$ cat src/rtl/useq_pkg.sv
package useq_pkg;

  typedef enum logic [1:0] {
    SEL_ZERO  = 2'b00,
    SEL_DISP1 = 2'b01,
    SEL_DISP2 = 2'b10,
    SEL_NEXT  = 2'b11
  } addrSel_e;

  typedef struct packed {
    logic       pcWrite;
    logic       pcWriteCond;
    logic [1:0] pcSource;
    logic       iOrD;
    logic       memRead;
    logic       memWrite;
    logic       irWrite;
    logic       memToReg;
    logic       regWrite;
    logic       regDst;
    logic [1:0] aluOp;
    logic       aluSrcA;
    logic [1:0] aluSrcB;
  } ctrlWord_t;

  typedef struct packed {
    ctrlWord_t ctrl;
    addrSel_e  seq;
  } microInst_t;

  // microaddresses whose positions the dispatch tables and sequencing rely on
  localparam int UA_FETCH  = 0;
  localparam int UA_DECODE = 1;
  localparam int UA_ADRCMP = 2;
  localparam int UA_LOAD   = 3;
  localparam int UA_LDWB   = 4;
  localparam int UA_STORE  = 5;
  localparam int UA_EXEC   = 6;
  localparam int UA_RWB    = 7;
  localparam int UA_BRANCH = 8;
  localparam int UA_JUMP   = 9;
  localparam int UA_LAST   = UA_JUMP;

  localparam logic [1:0] ALU_ADD  = 2'b00;
  localparam logic [1:0] ALU_SUB  = 2'b01;
  localparam logic [1:0] ALU_FUNC = 2'b10;

  localparam logic [1:0] SRCB_REG   = 2'b00;
  localparam logic [1:0] SRCB_FOUR  = 2'b01;
  localparam logic [1:0] SRCB_IMM   = 2'b10;
  localparam logic [1:0] SRCB_IMMSH = 2'b11;

  localparam logic [1:0] PCSRC_ALU  = 2'b00;
  localparam logic [1:0] PCSRC_HELD = 2'b01;
  localparam logic [1:0] PCSRC_JMP  = 2'b10;

  function automatic microInst_t ucodeAt(input int addr);
    microInst_t w;
    w     = '0;
    w.seq = SEL_ZERO;
    case (addr)
      UA_FETCH: begin
        w.ctrl.memRead  = 1'b1;
        w.ctrl.irWrite  = 1'b1;
        w.ctrl.aluSrcB  = SRCB_FOUR;
        w.ctrl.aluOp    = ALU_ADD;
        w.ctrl.pcSource = PCSRC_ALU;
        w.ctrl.pcWrite  = 1'b1;
        w.seq           = SEL_NEXT;
      end
      UA_DECODE: begin
        w.ctrl.aluSrcB = SRCB_IMMSH;
        w.ctrl.aluOp   = ALU_ADD;
        w.seq          = SEL_DISP1;
      end
      UA_ADRCMP: begin
        w.ctrl.aluSrcA = 1'b1;
        w.ctrl.aluSrcB = SRCB_IMM;
        w.ctrl.aluOp   = ALU_ADD;
        w.seq          = SEL_DISP2;
      end
      UA_LOAD: begin
        w.ctrl.memRead = 1'b1;
        w.ctrl.iOrD    = 1'b1;
        w.seq          = SEL_NEXT;
      end
      UA_LDWB: begin
        w.ctrl.regWrite = 1'b1;
        w.ctrl.memToReg = 1'b1;
      end
      UA_STORE: begin
        w.ctrl.memWrite = 1'b1;
        w.ctrl.iOrD     = 1'b1;
      end
      UA_EXEC: begin
        w.ctrl.aluSrcA = 1'b1;
        w.ctrl.aluSrcB = SRCB_REG;
        w.ctrl.aluOp   = ALU_FUNC;
        w.seq          = SEL_NEXT;
      end
      UA_RWB: begin
        w.ctrl.regWrite = 1'b1;
        w.ctrl.regDst   = 1'b1;
      end
      UA_BRANCH: begin
        w.ctrl.aluSrcA     = 1'b1;
        w.ctrl.aluSrcB     = SRCB_REG;
        w.ctrl.aluOp       = ALU_SUB;
        w.ctrl.pcSource    = PCSRC_HELD;
        w.ctrl.pcWriteCond = 1'b1;
      end
      UA_JUMP: begin
        w.ctrl.pcSource = PCSRC_JMP;
        w.ctrl.pcWrite  = 1'b1;
      end
      default: ;
    endcase
    return w;
  endfunction

endpackage

$ cat src/rtl/useq_store.sv
module useq_store
  import useq_pkg::*;
#(
  parameter int UADDR_W = 4
) (
  input  logic [UADDR_W-1:0] uAddr,
  output ctrlWord_t          ctrl,
  output addrSel_e           addrSel
);
  localparam int DEPTH = 1 << UADDR_W;

  microInst_t romArr [DEPTH];

  for (genvar i = 0; i < DEPTH; i++) begin : g_rom
    assign romArr[i] = ucodeAt(i);
  end

  microInst_t curWord;
  assign curWord = romArr[uAddr];
  assign ctrl    = curWord.ctrl;
  assign addrSel = curWord.seq;
endmodule

$ cat src/rtl/useq_dispatch.sv
module useq_dispatch
  import useq_pkg::*;
#(
  parameter int OP_W    = 6,
  parameter int UADDR_W = 4,
  parameter int OP_RFMT = 0,
  parameter int OP_JMP  = 2,
  parameter int OP_BEQ  = 4,
  parameter int OP_LD   = 35,
  parameter int OP_ST   = 43
) (
  input  logic [OP_W-1:0]    opcode,
  output logic [UADDR_W-1:0] disp1Addr,
  output logic [UADDR_W-1:0] disp2Addr
);
  localparam int NOPS = 1 << OP_W;

  logic [UADDR_W-1:0] tbl1 [NOPS];
  logic [UADDR_W-1:0] tbl2 [NOPS];

  for (genvar i = 0; i < NOPS; i++) begin : g_tbl
    if (i == OP_RFMT) begin : g_r
      assign tbl1[i] = UADDR_W'(UA_EXEC);
      assign tbl2[i] = '0;
    end else if (i == OP_JMP) begin : g_j
      assign tbl1[i] = UADDR_W'(UA_JUMP);
      assign tbl2[i] = '0;
    end else if (i == OP_BEQ) begin : g_b
      assign tbl1[i] = UADDR_W'(UA_BRANCH);
      assign tbl2[i] = '0;
    end else if (i == OP_LD) begin : g_l
      assign tbl1[i] = UADDR_W'(UA_ADRCMP);
      assign tbl2[i] = UADDR_W'(UA_LOAD);
    end else if (i == OP_ST) begin : g_s
      assign tbl1[i] = UADDR_W'(UA_ADRCMP);
      assign tbl2[i] = UADDR_W'(UA_STORE);
    end else begin : g_miss
      assign tbl1[i] = '0;
      assign tbl2[i] = '0;
    end
  end

  assign disp1Addr = tbl1[opcode];
  assign disp2Addr = tbl2[opcode];
endmodule

$ cat src/rtl/useq_addr.sv
module useq_addr
  import useq_pkg::*;
#(
  parameter int OP_W    = 6,
  parameter int UADDR_W = 4,
  parameter int OP_RFMT = 0,
  parameter int OP_JMP  = 2,
  parameter int OP_BEQ  = 4,
  parameter int OP_LD   = 35,
  parameter int OP_ST   = 43
) (
  input  logic               clk,
  input  logic               rstN,
  input  logic [OP_W-1:0]    opcode,
  input  addrSel_e           addrSel,
  output logic [UADDR_W-1:0] uAddr
);
  logic [UADDR_W-1:0] disp1Addr;
  logic [UADDR_W-1:0] disp2Addr;
  logic [UADDR_W-1:0] nextAddr;

  useq_dispatch #(
    .OP_W(OP_W), .UADDR_W(UADDR_W), .OP_RFMT(OP_RFMT), .OP_JMP(OP_JMP),
    .OP_BEQ(OP_BEQ), .OP_LD(OP_LD), .OP_ST(OP_ST)
  ) dispatch_i (
    .opcode(opcode),
    .disp1Addr(disp1Addr),
    .disp2Addr(disp2Addr)
  );

  always_comb begin
    case (addrSel)
      SEL_NEXT:  nextAddr = uAddr + UADDR_W'(1);
      SEL_DISP1: nextAddr = disp1Addr;
      SEL_DISP2: nextAddr = disp2Addr;
      default:   nextAddr = '0;
    endcase
  end

  always_ff @(posedge clk or negedge rstN) begin
    if (!rstN) uAddr <= '0;
    else       uAddr <= nextAddr;
  end

  logic knownOp1;
  logic knownOp2;
  assign knownOp1 = (opcode == OP_W'(OP_RFMT)) || (opcode == OP_W'(OP_JMP)) ||
                    (opcode == OP_W'(OP_BEQ))  || (opcode == OP_W'(OP_LD))  ||
                    (opcode == OP_W'(OP_ST));
  assign knownOp2 = (opcode == OP_W'(OP_LD)) || (opcode == OP_W'(OP_ST));

  assert_fetch_step_R2: assert property (@(posedge clk) disable iff (!rstN)
    uAddr == UADDR_W'(UA_FETCH) |=> uAddr == UADDR_W'(UA_DECODE));
  assert_disp1_jump_R3: assert property (@(posedge clk) disable iff (!rstN)
    (uAddr == UADDR_W'(UA_DECODE) && opcode == OP_W'(OP_JMP)) |=> uAddr == UADDR_W'(UA_JUMP));
  assert_disp2_store_R4: assert property (@(posedge clk) disable iff (!rstN)
    (uAddr == UADDR_W'(UA_ADRCMP) && opcode == OP_W'(OP_ST)) |=> uAddr == UADDR_W'(UA_STORE));
  assert_disp1_miss_R5: assert property (@(posedge clk) disable iff (!rstN)
    (uAddr == UADDR_W'(UA_DECODE) && !knownOp1) |=> uAddr == '0);
  assert_disp2_miss_R5: assert property (@(posedge clk) disable iff (!rstN)
    (uAddr == UADDR_W'(UA_ADRCMP) && !knownOp2) |=> uAddr == '0);
  assert_incr_R6: assert property (@(posedge clk) disable iff (!rstN)
    (uAddr == UADDR_W'(UA_LOAD) || uAddr == UADDR_W'(UA_EXEC)) |=> uAddr == $past(uAddr) + UADDR_W'(1));
  assert_return_R7: assert property (@(posedge clk) disable iff (!rstN)
    (uAddr == UADDR_W'(UA_LDWB) || uAddr == UADDR_W'(UA_STORE) || uAddr == UADDR_W'(UA_RWB) ||
     uAddr == UADDR_W'(UA_BRANCH) || uAddr == UADDR_W'(UA_JUMP)) |=> uAddr == '0);
  assert_in_range_R11: assert property (@(posedge clk) disable iff (!rstN)
    uAddr <= UADDR_W'(UA_LAST));
endmodule

$ cat src/rtl/micro_sequencer.sv
module micro_sequencer
  import useq_pkg::*;
#(
  parameter int OP_W    = 6,
  parameter int UADDR_W = 4,
  parameter int OP_RFMT = 0,
  parameter int OP_JMP  = 2,
  parameter int OP_BEQ  = 4,
  parameter int OP_LD   = 35,
  parameter int OP_ST   = 43
) (
  input  logic               clk,
  input  logic               rstN,
  input  logic [OP_W-1:0]    opcode,
  output logic [UADDR_W-1:0] uAddr,
  output logic               pcWrite,
  output logic               pcWriteCond,
  output logic               iOrD,
  output logic               memRead,
  output logic               memWrite,
  output logic               irWrite,
  output logic               memToReg,
  output logic [1:0]         pcSource,
  output logic [1:0]         aluOp,
  output logic               aluSrcA,
  output logic [1:0]         aluSrcB,
  output logic               regWrite,
  output logic               regDst
);
  ctrlWord_t ctrl;
  addrSel_e  addrSel;

  useq_store #(.UADDR_W(UADDR_W)) store_i (
    .uAddr(uAddr),
    .ctrl(ctrl),
    .addrSel(addrSel)
  );

  useq_addr #(
    .OP_W(OP_W), .UADDR_W(UADDR_W), .OP_RFMT(OP_RFMT), .OP_JMP(OP_JMP),
    .OP_BEQ(OP_BEQ), .OP_LD(OP_LD), .OP_ST(OP_ST)
  ) addr_i (
    .clk(clk),
    .rstN(rstN),
    .opcode(opcode),
    .addrSel(addrSel),
    .uAddr(uAddr)
  );

  assign pcWrite     = ctrl.pcWrite;
  assign pcWriteCond = ctrl.pcWriteCond;
  assign iOrD        = ctrl.iOrD;
  assign memRead     = ctrl.memRead;
  assign memWrite    = ctrl.memWrite;
  assign irWrite     = ctrl.irWrite;
  assign memToReg    = ctrl.memToReg;
  assign pcSource    = ctrl.pcSource;
  assign aluOp       = ctrl.aluOp;
  assign aluSrcA     = ctrl.aluSrcA;
  assign aluSrcB     = ctrl.aluSrcB;
  assign regWrite    = ctrl.regWrite;
  assign regDst      = ctrl.regDst;

  assert_alu_code_R8: assert property (@(posedge clk) disable iff (!rstN)
    aluOp != 2'b11);
  assert_mem_excl_R9: assert property (@(posedge clk) disable iff (!rstN)
    $onehot0({memRead, memWrite}));
  assert_ir_on_read_R9: assert property (@(posedge clk) disable iff (!rstN)
    irWrite |-> (memRead && !iOrD));
  assert_pc_excl_R10: assert property (@(posedge clk) disable iff (!rstN)
    $onehot0({pcWrite, pcWriteCond}));
  assert_cond_src_R10: assert property (@(posedge clk) disable iff (!rstN)
    pcWriteCond |-> pcSource == 2'b01);
endmodule

$ cat config.mk
export PLATFORM = sky130hd
export DESIGN_NAME = micro_sequencer
export DESIGN_NICKNAME = d
export VERILOG_FILES = /design/src/rtl/useq_pkg.sv /design/src/rtl/useq_store.sv /design/src/rtl/useq_dispatch.sv /design/src/rtl/useq_addr.sv /design/src/rtl/micro_sequencer.sv
export SDC_FILE = /design/constraint.sdc
export NUM_CORES = 1
export LEC_CHECK = 0
export ABC_AREA = 1
export BUFFER_PORTS_ARGS = -buffer_cell sky130_fd_sc_hd__buf_2
export CORE_MARGIN = 2
export CORE_UTILIZATION = 40
export CTS_BUF_LIST = sky130_fd_sc_hd__clkbuf_4 sky130_fd_sc_hd__clkbuf_8
export CTS_CLUSTER_DIAMETER = 200
export DETAILED_ROUTE_END_ITERATION = 6
export MAX_ROUTING_LAYER = met4
export PLACE_DENSITY = 0.8
export SETUP_SLACK_MARGIN = 0.3
export SYNTH_ARGS = -nofsm -noshare
export SYNTH_HDL_FRONTEND = slang
export SYNTH_HIERARCHICAL = 1
export SYNTH_SLANG_ARGS = --single-unit
$ cat constraint.sdc
create_clock -name clk -period 2.5 [get_ports clk]
set_input_delay 0.5 -clock clk [delete_from_list [all_inputs] [get_ports clk]]
set_output_delay 0.5 -clock clk [all_outputs]
set_load 0.02 [all_outputs]
==> flow_summary.json, run 1 <==
{
  "status": "complete, no violations",
  "die_area_sq_mm": 0.00183,
  "r2r_end": "addr_i/uAddr[2]",
  "hold_path_class": "input pin to asynchronous set/reset pin",
  "largest_reg_flops": 4,
  "synth-seq-cells": 4,
  "syn_area_sq_um": 602,
  "regArea_sq_um": 100,
  "htreeDepth": 1,
  "synth_common_cells": "28 x nand2_1, 23 x inv_1, 16 x nand3_1, 12 x nor2_1, 7 x ha_1",
  "cp_max_fo": 9,
  "fin_cells": 147,
  "syn_to_final_growth_pct": 25.6,
  "drt_iter0_markers": 9,
  "synth_edf_count": 0,
  "critPathCaptureType": "output port",
  "cpPeakStageDelay_ps": 490,
  "port_buffers": 27,
  "grt_pass1_vias": 579,
  "layout-drive-gt1-share_pct": 28.8,
  "drc": 0,
  "insertion_delay_ps": 240,
  "reg2reg_slack_ps": 860,
  "fp.dieW_um": 42.8,
  "diodes": 0,
  "setup_tns_ps": 0,
  "cts_buffer_depth": 2,
  "finalHoldViolCount": 0,
  "die_h_um": 42.8,
  "start_kind": "register",
  "syn_avg_cell_area_sq_um": 5.73,
  "syn-num-nets": 120,
  "power_density_mw_per_mm2": 1110,
  "finalMaxSlewViolations": 0,
  "core-area_sq_mm": 0.00135,
  "crit_family": "flip-flops",
  "holdBufCountCts": 0,
  "placed_cells": 144,
  "clock_tree.root_cell": "clkbuf_4",
  "async_reset_ff_share_pct": 100,
  "cp_slowest_cell": "dfrtp_1",
  "rsz0062_at_grt": "false",
  "ioPinCount": 28,
  "cts_tree": "yes",
  "whs_ps": 56.8,
  "crit_path_start": "addr_i/uAddr[0]",
  "p_sw_uw": 498,
  "vias": 674,
  "multiInputGateArea_sq_um": 382,
  "ant_nets": 0,
  "power_frac_seq_pct": 17.5,
  "ys.flop_type": "dfrtp_1",
  "cp.arrival_ps": 1500,
  "via_per_inst": 4.59,
  "crit_cells": 5,
  "crit_path_end": "aluSrcB[1]",
  "syn_inst": 105,
  "grt_max_degree": 12,
  "final.min_clock_period_ps": 2000,
  "cts.repair.resized": 0,
  "crit_chain": "inv_1 > ha_1 > nand2_1 > nor2_1 > buf_2",
  "top_regs": "addr_i/uAddr x4",
  "fmax_mhz": 501,
  "worstRegToRegCells": 8,
  "p_sw_share_pct": 59.3,
  "routed_wl_um": 1250,
  "clk_pin_slew_worst_paths_ps": 40,
  "ys_seq_area_share_pct": 16.6,
  "clkPwrFrac_pct": 9.5,
  "dp_hpwl_um": 1080,
  "fin_nets": 149,
  "p_leak_nw": 0.556,
  "synth_most_common_cell": "nand2_1",
  "setup_viol": 0,
  "yosysTopAreaCell": "nand2_1",
  "post_cts_buffers": 0,
  "path_buf_inv": 2,
  "criticalPathCategory": "register to output port",
  "vdd.ir_drop.worst_mv": 0.422,
  "cts_made_buffers": 3,
  "grt-ovfl-total": 0,
  "yosysUniqueCellTypes": 17,
  "maxCapViolations": 0,
  "routabilityCongestion": 0.806,
  "start_util_pct": 44.6,
  "antenna_found_initial": 0,
  "regMostFlops": "addr_i/uAddr",
  "p_int_uw": 341,
  "fin_crit_sh_pct": 79.8,
  "fin_skew_ps": 4.48,
  "grt_use_total_pct": 17.1,
  "rr_startpoint": "addr_i/uAddr[0]",
  "rows": 13,
  "cts.sinks": 4,
  "grt_pass1_wl_um": 2240,
  "required_ps": 2000,
  "yosysWarnings": 6,
  "synth_top_area_share_pct": 17.5,
  "finalPower_uw": 839,
  "p_comb_share_pct": 73.1,
  "fillers": 150,
  "ys_top_cells_by_area": "nand2_1 17%, dfrtp_1 17%, ha_1 15%",
  "avgRoutedWirePerCell_um": 8.48,
  "first_pass_iters": 3
}
layout make-up:
cell class / instances / share of cell area [%]
sequential: 4 / 13.2
timing repair buffer: 27 / 17.9
multi-input combinational: 72 / 50.5
tap: 15 / 2.48
inverter: 26 / 12.9
clock buffer: 3 / 2.98
worst min-delay path by stage:
| stage | from | end | slack, ps | cells after the start |
|---|---|---|---|---|
| after floorplan | rstN | addr_i/uAddr[0] | 200 | 0 |
| after global placement | rstN | addr_i/uAddr[3] | 300 | 1 |
| after detailed placement | rstN | addr_i/uAddr[2] | 310 | 1 |
| after CTS | rstN | addr_i/uAddr[3] | 50 | 1 |
| after global routing | rstN | addr_i/uAddr[3] | 60 | 1 |
| final | rstN | addr_i/uAddr[3] | 60 | 1 |
through the flow:
step	worst slack [ps]	util [%]	cell area, sq um
6_report	505	56.0	756
5_1_grt	387	56.0	756
4_1_cts	494	56.0	756
3_5_place_dp	750	54.3	733
3_3_place_gp	801	54.3	733
2_1_floorplan	660	-	602
power groups by stage:
stage               logic (mW)  clock network, mW  registers, mW
global route             0.688             0.0879          0.155
detailed placement       0.619                  0          0.148
global placement         0.609                  0          0.144
finish                   0.613             0.0796          0.146
CTS                      0.621             0.0817          0.147
floorplan                0.432                  0          0.165
kinds of logic (layout without fill, tap and decap cells):
logic type                 count (synthesis)  in the layout  synth area share, %
buffers and inverters                     29             56                 20.0
adders and majority gates                  7              7                 14.6
DFF                                        4              4                 16.6
other                                      1              1                0.623
AOI/OAI and AO/OA                          1              1                 1.25
and+or+nand+nor                           63             63                 47.0
per-layer routing:
layer | global-route usage, % | vias up | routed length (um)
li1 | - | 365 | -
met1 | 15.9 | 277 | 480
met2 | 30.0 | 27 | 624
met3 | 2.55 | 5 | 89
met4 | 15.0 | 0 | 54
met5 | - | - | 0
cells in the final DEF, fill, tap and decap left out:
| master | instances |
|---|---|
| nor2_4 | 1 |
| inv_1 | 23 |
| o211ai_1 | 1 |
| nand2_2 | 1 |
| nor2_2 | 2 |
| dfrtp_1 | 4 |
| or2_2 | 1 |
| inv_2 | 2 |
| ha_1 | 7 |
| clkbuf_4 | 3 |
| buf_2 | 27 |
| nand4_1 | 1 |
| nand3_1 | 16 |
| nor2_1 | 12 |
| clkinv_1 | 1 |
| conb_1 | 1 |
| nand2_1 | 28 |
| nand3_2 | 1 |
Power figures use the tool's default switching activity.
==> run 2, diff against run 1 <==
--- a/config.mk
+++ b/config.mk
@@ -5,7 +5,7 @@
 export SDC_FILE = /design/constraint.sdc
 export NUM_CORES = 1
 export LEC_CHECK = 0
-export ABC_AREA = 1
+export ABC_AREA = 0
 export BUFFER_PORTS_ARGS = -buffer_cell sky130_fd_sc_hd__buf_2
 export CORE_MARGIN = 2
 export CORE_UTILIZATION = 40
@@ -13,7 +13,7 @@
 export CTS_CLUSTER_DIAMETER = 200
 export DETAILED_ROUTE_END_ITERATION = 6
 export MAX_ROUTING_LAYER = met4
-export PLACE_DENSITY = 0.8
+export PLACE_DENSITY = 0.83
 export SETUP_SLACK_MARGIN = 0.3
 export SYNTH_ARGS = -nofsm -noshare
 export SYNTH_HDL_FRONTEND = slang
==> constraint.sdc (replaced) <==
create_clock -name clk -period 1.7 [get_ports clk]
set_input_delay 0.34 -clock clk [delete_from_list [all_inputs] [get_ports clk]]
set_output_delay 0.34 -clock clk [all_outputs]
set_load 0.02 [all_outputs]
==> flow_summary.json, run 2 <==
{
  "rr_startpoint": "addr_i/uAddr[0]",
  "die_area_sq_mm": 0.00183,
  "ioPinCount": 28,
  "antenna_found_initial": 0,
  "fin_area_sq_mm": 0.00125,
  "drc": 0,
  "grt_pass1_vias": 760,
  "violations": "setup timing",
  "avgRoutedWirePerCell_um": 23.6,
  "cp_max_fo": 4,
  "synth_common_cells": "8 x nor3_1, 7 x ha_1, 7 x nor2_1",
  "fmax_mhz": 577,
  "fin_nets": 134,
  "final_common_cell": "buf_6",
  "die_h_um": 42.8,
  "fin_skew_ps": 7.69,
  "maxCapViolations": 0,
  "grt_max_degree": 10,
  "clk_pin_slew_worst_paths_ps": 50,
  "cp.arrival_ps": 1390,
  "criticalPathCategory": "register to output port",
  "final_cell_mix": "28 x buf_6, 9 x buf_2, 8 x buf_4, 5 x ha_4",
  "muxShareOfSynthArea_pct": 4.16,
  "required_ps": 1360,
  "critPathCaptureType": "output port",
  "synth_xor_area_share_pct": 4.37,
  "status": "finished with violations",
  "diodes": 0,
  "layout-drive-gt1-share_pct": 76.3,
  "insertion_delay_ps": 250,
  "yosysUniqueCellTypes": 32,
  "top_regs": "addr_i/uAddr x4",
  "vias": 814,
  "yosysTopAreaCell": "dfrtp_1",
  "synth_top_area_share_pct": 16.6,
  "final.min_clock_period_ps": 1730,
  "port_buffers": 27,
  "syn_inst": 73,
  "vdd.ir_drop.worst_mv": 1.30,
  "synth-seq-cells": 4,
  "first_pass_iters": 4,
  "synth_fa_ha_area_share_pct": 14.6,
  "power_density_mw_per_mm2": 1950,
  "syn_to_final_growth_pct": 107,
  "start_util_pct": 44.6,
  "synth_top_family_by_area": "simple AND/OR/NAND/NOR gates",
  "drt_iter0_markers": 21,
  "htreeDepth": 1,
  "fp.dieW_um": 42.8,
  "synth_edf_count": 0,
  "syn_avg_cell_area_sq_um": 8.24,
  "rsz0062_at_grt": "true",
  "worstRegToRegCells": 8,
  "syn_area_sq_um": 602,
  "r2r_end": "addr_i/uAddr[3]",
  "syn-num-nets": 88,
  "core-area_sq_mm": 0.00135,
  "reg2reg_slack_ps": 0,
  "async_reset_ff_share_pct": 100,
  "ys.flop_type": "dfrtp_1",
  "start_kind": "register",
  "grt_pass1_wl_um": 4090,
  "ys_seq_area_share_pct": 16.6,
  "p_leak_nw": 0.557,
  "synth_most_common_cell": "nor3_1",
  "finalMaxSlewViolations": 0,
  "largest_reg_flops": 4,
  "clock_tree.root_cell": "clkbuf_4",
  "yosysWarnings": 6,
  "synth-simple-area-share_pct": 32.6,
  "cts_tree": "yes",
  "grt-ovfl-total": 0,
  "hold_path_class": "input pin to asynchronous set/reset pin",
  "cts.sinks": 4,
  "placed_cell_area_sq_um": 865,
  "fin_crit_sh_pct": 102,
  "routed_wl_um": 3140,
  "setup_viol": 4,
  "via_per_inst": 6.12,
  "dp_hpwl_um": 1200,
  "finalWorstSetupSlack_ps": -34.4,
  "regMostFlops": "addr_i/uAddr",
  "cts_made_buffers": 3,
  "routabilityCongestion": 0.825,
  "ys_top_cells_by_area": "dfrtp_1 17%, ha_1 15%, nor3_1 6.7%",
  "cts_buffer_depth": 2,
  "rows": 13,
  "finalHoldViolCount": 0,
  "synth_compound_area_share_pct": 16.4,
  "grt_use_total_pct": 31.8,
  "finalPower_mw": 2.43,
  "ant_nets": 0
}
[run 2: layout make-up]
| cell class | instances | area, sq um |
|---|---|---|
| Inverter | 5 | 28.8 |
| Multi-Input combinational cell | 59 | 634 |
| Fill cell | 49 | 103 |
| Timing Repair Buffer | 46 | 430 |
| Sequential cell | 4 | 105 |
| Clock buffer | 4 | 30.0 |
| Tap cell | 15 | 18.8 |
[run 2: logic make-up (layout without fill, tap and decap cells)]
| family | Yosys count | count (layout) |
|---|---|---|
| buffers and inverters | 10 | 55 |
| DFF | 4 | 4 |
| muxes | 2 | 2 |
| xor gates and xnor gates | 3 | 3 |
| and+or+nand+nor | 33 | 33 |
| AOI/OAI and AO/OA | 13 | 13 |
| other | 1 | 1 |
| adders and majority gates | 7 | 7 |
[run 2: worst max-delay path: stages (launching register included)]
cell and delay [ps]:
dfrtp_2 440, buf_6 150, ha_4 180, mux2i_1 200, nor2_2 60, buf_6 130
[run 2: repair_timing]
action | in CTS | in global routing
gates resized for setup | 60 | 14
endpoints found under the hold margin | 4 | 0
buffers inserted | 9 | 3
hold buffers | 1 | 0
gates cloned | 0 | 0
setup endpoints to repair | 21 | 22
pin swaps | 14 | 9
[run 2: worst max path at each step]
stage,cells after the start,slack [ps],startpoint,end
finish,5,-30,addr_i/uAddr[0],iOrD
global route,8,-50,addr_i/uAddr[0],addr_i/uAddr[3]
CTS,4,10,addr_i/uAddr[0],aluSrcB[1]
detailed placement,4,70,addr_i/uAddr[1],aluSrcB[1]
global placement,4,110,addr_i/uAddr[1],aluSrcB[1]
floorplan,5,30,addr_i/uAddr[0],addr_i/uAddr[1]
[run 2: report_power, final]
group / switching [mW] / internal (mW) / leakage, nW
logic: 1.07 / 0.993 / 0.492
clock network: 0.0511 / 0.105 / 0.0184
registers: 0.0784 / 0.135 / 0.0469
[run 2: routing by layer]
metal / up-vias / share of wire (%) / global-route usage, %
met4: 0 / 5.2 / 15.6
met5: - / 0 / -
met2: 61 / 50 / 50.0
met3: 18 / 7.5 / 8.09
li1: 336 / - / -
met1: 399 / 37 / 37.3
[run 2: stage by stage]
step | hold slack, ps | cells | TNS (ps) | util (%) | setup WS [ps]
after floorplan | 44.4 | 73 | 0 | - | 26.6
final | 454 | 133 | -73.7 | 92.4 | -34.4
after global placement | 151 | 116 | 0 | 64.0 | 107
after global routing | 437 | 133 | -220 | 92.4 | -55.0
after detailed placement | 154 | 116 | 0 | 64.0 | 71.6
after CTS | 422 | 130 | 0 | 87.2 | 10.7
